--- src/rtl/ide_pkg.sv ---
package ide_pkg;
  localparam int DMODE_W = 3;
  typedef enum logic {
    TRIG_EDGE  = 1'b0,
    TRIG_LEVEL = 1'b1
  } trig_e;
endpackage

--- src/rtl/ide_pin_track.sv ---
module ide_pin_track #(
  parameter int STORM_LIMIT = 10000
) (
  input  logic clk,
  input  logic rst_n,
  input  logic stb_i,
  input  logic lvl_i,
  input  logic mask_i,
  input  logic level_i,
  input  logic eoi_match_i,
  input  logic wr_i,
  input  logic grant_i,
  input  logic busy_i,
  input  logic xfer_i,
  input  logic hit_i,
  input  logic fire_i,
  output logic elig_o,
  output logic defer_o,
  output logic req_o,
  output logic remote_o,
  output logic delivered_o,
  output logic drop_o
);
  localparam int CW = $clog2(STORM_LIMIT + 1);
  localparam logic [CW-1:0] LAST = CW'(STORM_LIMIT - 1);

  logic req_q, rem_q, dlv_q, pend_q, drop_q;
  logic req_n, rem_n, dlv_n, pend_n, drop_n;
  logic [CW-1:0] cnt_q, cnt_n;

  always_comb begin
    req_n   = req_q;
    rem_n   = rem_q;
    dlv_n   = dlv_q;
    pend_n  = pend_q;
    cnt_n   = cnt_q;
    drop_n  = 1'b0;
    defer_o = 1'b0;
    if (grant_i) pend_n = 1'b0;
    if (xfer_i) begin
      if (level_i && hit_i) rem_n = 1'b1;
      if (!level_i) dlv_n = 1'b1;
    end
    if (eoi_match_i) begin
      rem_n = 1'b0;
      if (!mask_i && req_q) begin
        if (cnt_q == LAST) begin
          cnt_n   = '0;
          defer_o = 1'b1;
        end else begin
          cnt_n  = cnt_q + 1'b1;
          pend_n = 1'b1;
        end
      end else begin
        cnt_n = '0;
      end
    end
    if (fire_i && level_i && req_q && !mask_i && !rem_n) pend_n = 1'b1;
    if (wr_i) begin
      rem_n = 1'b0;
      if (level_i && req_q) pend_n = 1'b1;
    end
    if (stb_i) begin
      if (lvl_i) begin
        if (!level_i) begin
          if (req_q) drop_n = 1'b1;
          else pend_n = 1'b1;
          dlv_n = 1'b0;
        end else begin
          if (rem_n) drop_n = 1'b1;
          else pend_n = 1'b1;
        end
        req_n = 1'b1;
      end else begin
        req_n = 1'b0;
        if (level_i) pend_n = 1'b0;
      end
    end
    if (mask_i) pend_n = 1'b0;
    if (level_i && rem_n) pend_n = 1'b0;
  end

  always_ff @(posedge clk) begin
    if (!rst_n) begin
      req_q  <= 1'b0;
      rem_q  <= 1'b0;
      dlv_q  <= 1'b0;
      pend_q <= 1'b0;
      drop_q <= 1'b0;
      cnt_q  <= '0;
    end else begin
      req_q  <= req_n;
      rem_q  <= rem_n;
      dlv_q  <= dlv_n;
      pend_q <= pend_n;
      drop_q <= drop_n;
      cnt_q  <= cnt_n;
    end
  end

  assign elig_o      = pend_q && !mask_i && !busy_i && (!level_i || !rem_q);
  assign req_o       = req_q;
  assign remote_o    = rem_q;
  assign delivered_o = dlv_q;
  assign drop_o      = drop_q;


  grant_masked_chk: assert property (@(posedge clk) disable iff (!rst_n)
    grant_i |-> !mask_i);

  grant_remote_chk: assert property (@(posedge clk) disable iff (!rst_n)
    (grant_i && level_i) |-> !rem_q);

  hit_sets_remote_chk: assert property (@(posedge clk) disable iff (!rst_n)
    (xfer_i && hit_i && level_i && !eoi_match_i && !wr_i) |=> remote_o);

  low_clears_req_chk: assert property (@(posedge clk) disable iff (!rst_n)
    (stb_i && !lvl_i) |=> !req_o);

  storm_defer_chk: assert property (@(posedge clk) disable iff (!rst_n)
    defer_o |=> (cnt_q == '0));
endmodule

--- src/rtl/ide_pick.sv ---
module ide_pick #(
  parameter int N = 24,
  localparam int PW = (N > 1) ? $clog2(N) : 1
) (
  input  logic [N-1:0]  elig_i,
  output logic [N-1:0]  onehot_o,
  output logic [PW-1:0] idx_o,
  output logic          any_o
);
  always_comb begin
    idx_o = '0;
    for (int i = N - 1; i >= 0; i--) begin
      if (elig_i[i]) idx_o = PW'(i);
    end
  end
  assign onehot_o = elig_i & (~elig_i + 1'b1);
  assign any_o    = |elig_i;
endmodule

--- src/rtl/ide_defer_timer.sv ---
module ide_defer_timer #(
  parameter int DEFER_CYCLES = 2500000
) (
  input  logic clk,
  input  logic rst_n,
  input  logic start_i,
  output logic fire_o,
  output logic busy_o
);
  localparam int TW = $clog2(DEFER_CYCLES + 1);
  logic [TW-1:0] cnt_q;

  always_ff @(posedge clk) begin
    if (!rst_n) cnt_q <= '0;
    else if (start_i && cnt_q == '0) cnt_q <= TW'(DEFER_CYCLES);
    else if (cnt_q != '0) cnt_q <= cnt_q - 1'b1;
  end

  assign fire_o = (cnt_q == TW'(1));
  assign busy_o = (cnt_q != '0);


  fire_ends_chk: assert property (@(posedge clk) disable iff (!rst_n)
    (fire_o && !start_i) |=> !busy_o);
endmodule

--- src/rtl/intr_delivery_engine.sv ---
module intr_delivery_engine #(
  parameter int NPINS        = 24,
  parameter int VEC_W        = 8,
  parameter int DEST_W       = 8,
  parameter int STORM_LIMIT  = 10000,
  parameter int DEFER_CYCLES = 2500000,
  localparam int PIN_W = (NPINS > 1) ? $clog2(NPINS) : 1,
  localparam int DM_W  = ide_pkg::DMODE_W
) (
  input  logic                    clk,
  input  logic                    rst_n,
  input  logic [NPINS-1:0]        line_stb_i,
  input  logic [NPINS-1:0]        line_lvl_i,
  input  logic [NPINS-1:0]        ent_mask_i,
  input  logic [NPINS-1:0]        ent_level_i,
  input  logic [NPINS*VEC_W-1:0]  ent_vector_i,
  input  logic [NPINS*DEST_W-1:0] ent_dest_i,
  input  logic [NPINS-1:0]        ent_dest_mode_i,
  input  logic [NPINS*DM_W-1:0]   ent_dmode_i,
  input  logic [NPINS-1:0]        ent_wr_i,
  input  logic                    eoi_valid_i,
  input  logic [VEC_W-1:0]        eoi_vector_i,
  input  logic                    eoi_level_i,
  output logic                    msg_valid_o,
  input  logic                    msg_ready_i,
  input  logic                    msg_hit_i,
  output logic [PIN_W-1:0]        msg_pin_o,
  output logic [VEC_W-1:0]        msg_vector_o,
  output logic [DEST_W-1:0]       msg_dest_o,
  output logic                    msg_dest_mode_o,
  output logic [DM_W-1:0]         msg_dmode_o,
  output logic                    msg_level_o,
  output logic [NPINS-1:0]        drop_o,
  output logic [NPINS-1:0]        req_o,
  output logic [NPINS-1:0]        remote_o,
  output logic [NPINS-1:0]        delivered_o,
  output logic                    defer_busy_o
);
  import ide_pkg::*;

  logic [NPINS-1:0] elig, onehot, grant, busy, xfer, defer_req;
  logic [PIN_W-1:0] pick_idx;
  logic             pick_any, load, fire;

  logic              slot_valid;
  logic [PIN_W-1:0]  slot_pin;
  logic [VEC_W-1:0]  slot_vec;
  logic [DEST_W-1:0] slot_dest;
  logic              slot_dmod;
  logic [DM_W-1:0]   slot_dlv;
  trig_e             slot_trig;

  assign load  = (!slot_valid || msg_ready_i) && pick_any;
  assign grant = load ? onehot : '0;

  for (genvar i = 0; i < NPINS; i++) begin : g_pin
    logic eoi_hit;
    assign eoi_hit = eoi_valid_i && eoi_level_i && ent_level_i[i] &&
                     (ent_vector_i[i*VEC_W +: VEC_W] == eoi_vector_i);
    assign busy[i] = slot_valid && (slot_pin == PIN_W'(i));
    assign xfer[i] = busy[i] && msg_ready_i;

    ide_pin_track #(.STORM_LIMIT(STORM_LIMIT)) u_track (
      .clk         (clk),
      .rst_n       (rst_n),
      .stb_i       (line_stb_i[i]),
      .lvl_i       (line_lvl_i[i]),
      .mask_i      (ent_mask_i[i]),
      .level_i     (ent_level_i[i]),
      .eoi_match_i (eoi_hit),
      .wr_i        (ent_wr_i[i]),
      .grant_i     (grant[i]),
      .busy_i      (busy[i]),
      .xfer_i      (xfer[i]),
      .hit_i       (msg_hit_i),
      .fire_i      (fire),
      .elig_o      (elig[i]),
      .defer_o     (defer_req[i]),
      .req_o       (req_o[i]),
      .remote_o    (remote_o[i]),
      .delivered_o (delivered_o[i]),
      .drop_o      (drop_o[i])
    );
  end

  ide_pick #(.N(NPINS)) u_pick (
    .elig_i   (elig),
    .onehot_o (onehot),
    .idx_o    (pick_idx),
    .any_o    (pick_any)
  );

  ide_defer_timer #(.DEFER_CYCLES(DEFER_CYCLES)) u_defer (
    .clk     (clk),
    .rst_n   (rst_n),
    .start_i (|defer_req),
    .fire_o  (fire),
    .busy_o  (defer_busy_o)
  );

  always_ff @(posedge clk) begin
    if (!rst_n) begin
      slot_valid <= 1'b0;
      slot_pin   <= '0;
      slot_vec   <= '0;
      slot_dest  <= '0;
      slot_dmod  <= 1'b0;
      slot_dlv   <= '0;
      slot_trig  <= TRIG_EDGE;
    end else if (load) begin
      slot_valid <= 1'b1;
      slot_pin   <= pick_idx;
      slot_vec   <= ent_vector_i[pick_idx*VEC_W +: VEC_W];
      slot_dest  <= ent_dest_i[pick_idx*DEST_W +: DEST_W];
      slot_dmod  <= ent_dest_mode_i[pick_idx];
      slot_dlv   <= ent_dmode_i[pick_idx*DM_W +: DM_W];
      slot_trig  <= ent_level_i[pick_idx] ? TRIG_LEVEL : TRIG_EDGE;
    end else if (msg_ready_i) begin
      slot_valid <= 1'b0;
    end
  end

  assign msg_valid_o     = slot_valid;
  assign msg_pin_o       = slot_pin;
  assign msg_vector_o    = slot_vec;
  assign msg_dest_o      = slot_dest;
  assign msg_dest_mode_o = slot_dmod;
  assign msg_dmode_o     = slot_dlv;
  assign msg_level_o     = (slot_trig == TRIG_LEVEL);


  msg_hold_chk: assert property (@(posedge clk) disable iff (!rst_n)
    (msg_valid_o && !msg_ready_i) |=> (msg_valid_o && $stable(msg_pin_o) &&
      $stable(msg_vector_o) && $stable(msg_dest_o) && $stable(msg_level_o)));

  grant_onehot_chk: assert property (@(posedge clk) disable iff (!rst_n)
    $onehot0(grant));

  grant_lowest_chk: assert property (@(posedge clk) disable iff (!rst_n)
    load |-> (elig[pick_idx] && ((elig & ((NPINS'(1) << pick_idx) - 1'b1)) == '0)));
endmodule

--- config.mk ---
export PLATFORM = sky130hd
export DESIGN_NAME = intr_delivery_engine
export DESIGN_NICKNAME = d
export VERILOG_FILES = /design/src/rtl/ide_pkg.sv /design/src/rtl/ide_pin_track.sv /design/src/rtl/ide_pick.sv /design/src/rtl/ide_defer_timer.sv /design/src/rtl/intr_delivery_engine.sv
export SDC_FILE = /design/constraint.sdc
export NUM_CORES = 2
export LEC_CHECK = 0
export BUFFER_PORTS_ARGS = -buffer_cell sky130_fd_sc_hd__buf_4
export CAP_MARGIN = 10
export CORE_MARGIN = 3
export CORE_UTILIZATION = 35
export CTS_CLUSTER_DIAMETER = 200
export CTS_CLUSTER_SIZE = 20
export DETAILED_ROUTE_END_ITERATION = 16
export PLACE_DENSITY_LB_ADDON = 0.12
export SYNTH_ARGS = -nofsm -noshare
export SYNTH_HDL_FRONTEND = slang
export SYNTH_HIERARCHICAL = 1
export SYNTH_SLANG_ARGS = --single-unit
--- constraint.sdc ---
create_clock -name clk -period 7.93 [get_ports clk]
set_input_delay 1.1895 -clock clk [delete_from_list [all_inputs] [get_ports clk]]
set_output_delay 1.1895 -clock clk [all_outputs]
set_load 0.02 [all_outputs]
==> results.ini <==
[power_and_ir_drop]
switchingPower_uw=2544
total_power_uw=6723
seqPwrFrac_pct=41.0
p_int_uw=4180
power.density_mw_per_mm2=158.7
combPwrFrac_pct=35.1
ir_drop_mv=0.1534
clkPwrFrac_pct=23.9
p_sw_share_pct=37.83
p_leak_uw=0.01589

[sta]
layout_min_cycle_time_ns=5.401
slew_headroom_pct=23.50
tightest_slew_ns=1.137
skew_ns=0.02864
setup_violations=0
post-route-period-util_pct=68.11
rsz0062_at_grt=no
slew_viol_final=0
hold_viol=0
tns_ns=0
max_freq_mhz=185.1
whs_ns=0.4935

[cts]
htree_levels=1
cts_root_buf=clkbuf_16
cts_buffers=29
clkTransAtPathRegs_ns=0.10
cts.path.max_buffers=3
hold_buffers=0
post_cts_resized=0
numClockSinks=505
clock_latency_ns=0.63
cts_tree=done
post_cts_buffers=0

[final_layout]
drive_above_1_share_pct=20.23
nFillCells=10050
area_growth_pct=20.95
multi_input_area_mm2=0.02345
finalNetCount=5496
seq_area_mm2=0.01011
post-route-util_pct=42.87
final_area_mm2=0.04238

[route]
routed_via_density=6.158
ant_nets=0
vias=37890
wire_per_inst_um=27.25
drtIter0Drc=3701
drc_errors=0
routed_wl_um=167700
drtPass1Iterations=5

[synth]
synth_top_cells_by_area=dfxtp_1 29%, a31oi_1 4.2%, mux2i_1 3.8%, nor2_1 3.7%, nand4_1 3.7%
synth.most_common_cell=dfxtp_1
netlist_top_cells_count=505 x dfxtp_1, 350 x nor2_1, 322 x nand2_1
synth-adder-area-share_pct=0.9285
synth_ff_type=dfxtp_1
yosys.area.top_type=dfxtp_1
synth_compound_area_share_pct=19.77
synthXorXnorAreaFrac_pct=5.425
synth_seq_cells=505
yosys.area_share.simple_pct=32.12
ys_seq_area_share_pct=28.86
synth_cell_type_count=84
synth_top_family_by_area=simple AND/OR/NAND/NOR gates
synthCells=4210
yosysWarnings=6
synth_edf_count=0
synth_area_mm2=0.03504
syn_avg_cell_area_um2=8.322
syn_nets=4850
synthMuxAreaShare_pct=8.499
async_flop_share_pct=0
yosys.area.top_type_share_pct=28.86

[floorplanning]
die_area_mm2=0.1039
rows=115
coreArea_mm2=0.09885
die_x_um=322.4
die_height_um=322.4
start_util_pct=35.44
pin_count=738

[setup_path]
cp-end-kind=flop
reg2reg_setup_slack_ns=2.53
r2r-start=msg_pin_o[3]$_SDFFE_PN0P_
cp-startpoint=msg_pin_o[3]$_SDFFE_PN0P_
worst-path-max-fanout=28
worstPathArrival_ns=5.90
cp.required_ns=8.43
cp-start-kind=flop
endpoint=msg_dest_o[1]$_SDFFE_PN0P_
worstRegToRegCells=12
critPathKind=flop to flop
worstReg2RegEnd=msg_dest_o[1]$_SDFFE_PN0P_

[place]
gp_congestion=1.005
dp_hpwl_um=133800
portBuffers=737
dpl_cell_area_mm2=0.04161

[grt]
grt_pass1_wl_um=238500
grt_max_degree=92
grt_overflow_total=0
antenna_found_initial=19
grt_pass1_vias=34560
grtUsageTotal_pct=30.47

[flow_run]
max_cap_violations=0

[worst_hold_path]
hold_path.class=flop to flop

[run_status]
status=complete, no violations

[layer usage]
| metal | GRT usage, % | wire, um | vias up |
|---|---|---|---|
| met2 | 46.50 | 71970 | 1720 |
| met1 | 43.42 | 74840 | 18440 |
| met4 | 6.085 | 3727 | 2 |
| met3 | 7.705 | 17130 | 164 |
| met5 | 0 | 13 | - |
| li1 | - | - | 17570 |
[worst min path at each step]
stage | start | to | cells past startpoint
after floorplan | u_defer/cnt_q[16]$_SDFFE_PP0N_ | u_defer/cnt_q[16]$_SDFFE_PP0N_ | 2
after global placement | u_defer/cnt_q[16]$_SDFFE_PP0N_ | u_defer/cnt_q[16]$_SDFFE_PP0N_ | 2
after detailed placement | u_defer/cnt_q[16]$_SDFFE_PP0N_ | u_defer/cnt_q[16]$_SDFFE_PP0N_ | 2
after CTS | u_defer/cnt_q[16]$_SDFFE_PP0N_ | u_defer/cnt_q[16]$_SDFFE_PP0N_ | 2
after global routing | u_defer/cnt_q[16]$_SDFFE_PP0N_ | u_defer/cnt_q[16]$_SDFFE_PP0N_ | 2
final | u_defer/cnt_q[16]$_SDFFE_PP0N_ | u_defer/cnt_q[16]$_SDFFE_PP0N_ | 2
[cells by family after synthesis]
logic type / count (synthesis)
XOR/XNOR: 217
flip-flops: 505
multiplexers: 208
AND/OR/NAND/NOR: 1931
adder cells (fa/ha/maj): 26
AO/OA/AOI/OAI: 993
buffers and inverters: 330
[registers in the layout, indices dropped and copies added, names as in the netlist]
| signal | count |
|---|---|
| g_pin.u_track/drop_o | 24 |
| msg_dmode_o | 3 |
| msg_pin_o | 5 |
| u_defer/cnt_q | 22 |
| msg_vector_o | 8 |
| g_pin.u_track/cnt_q | 336 |
| msg_dest_o | 8 |
| msg_dest_mode_o | 1 |
| msg_level_o | 1 |
| g_pin.u_track/req_o | 24 |
| g_pin.u_track/remote_o | 24 |
| msg_valid_o | 1 |
| g_pin.u_track/pend_q | 24 |
| g_pin.u_track/delivered_o | 24 |
[stage by stage]
step / instances / worst slack, ns
after floorplan: 4210 / 3.563
after global placement: 6112 / 2.502
after detailed placement: 6112 / 2.569
after CTS: 6142 / 2.735
after global routing: 6144 / 2.336
final: 6153 / 2.529
[critical path, stage by stage, from the launching register on]
cell,delay [ns]
dfxtp_1,0.50
nand2b_1,0.61
nor2_1,0.26
nor2_1,0.14
nand2_1,0.06
a21oi_1,0.65
nor2_1,0.28
nand4_1,0.25
nor3_2,0.10
nand2_1,0.75
nand2_2,0.78
a211oi_2,0.71
a21oi_1,0.12
[power groups by stage]
stage               clock network, uW  registers (uW)  logic [uW]
CTS                              1660            2750        2310
floorplan                           0            2800        1270
global placement                    0            2800        2310
global route                     1720            2760        2470
detailed placement                  0            2810        2310
finish                           1600            2760        2360
[final cells by class]
cell class	instances	share of cell area [%]
antenna	11	0.06496
clock buffer	29	1.712
clock inverter	1	0.03838
inverter	182	1.612
multi-input combinational	3375	55.34
sequential	505	23.86
tap	1287	3.800
timing repair buffer	763	13.58
[placed cells by master (no fill, tap or decap), drive strengths merged, types with 51 or more instances in the layout]
| master | n |
|---|---|
| a31oi | 233 |
| buf | 763 |
| or4 | 82 |
| nand4 | 206 |
| o21ai | 152 |
| and2 | 56 |
| nand2 | 323 |
| nand3 | 57 |
| nor2 | 351 |
| a21oi | 190 |
| mux2i | 134 |
| nor4b | 51 |
| a32oi | 51 |
| nor3 | 134 |
| and3 | 128 |
| nor2b | 158 |
| mux4 | 62 |
| nor4 | 115 |
| dfxtp | 505 |
| or3 | 75 |
| inv | 181 |
| xnor2 | 134 |
| xor2 | 83 |
| and4 | 97 |
| a22o | 60 |
Power figures use the tool's default switching activity.
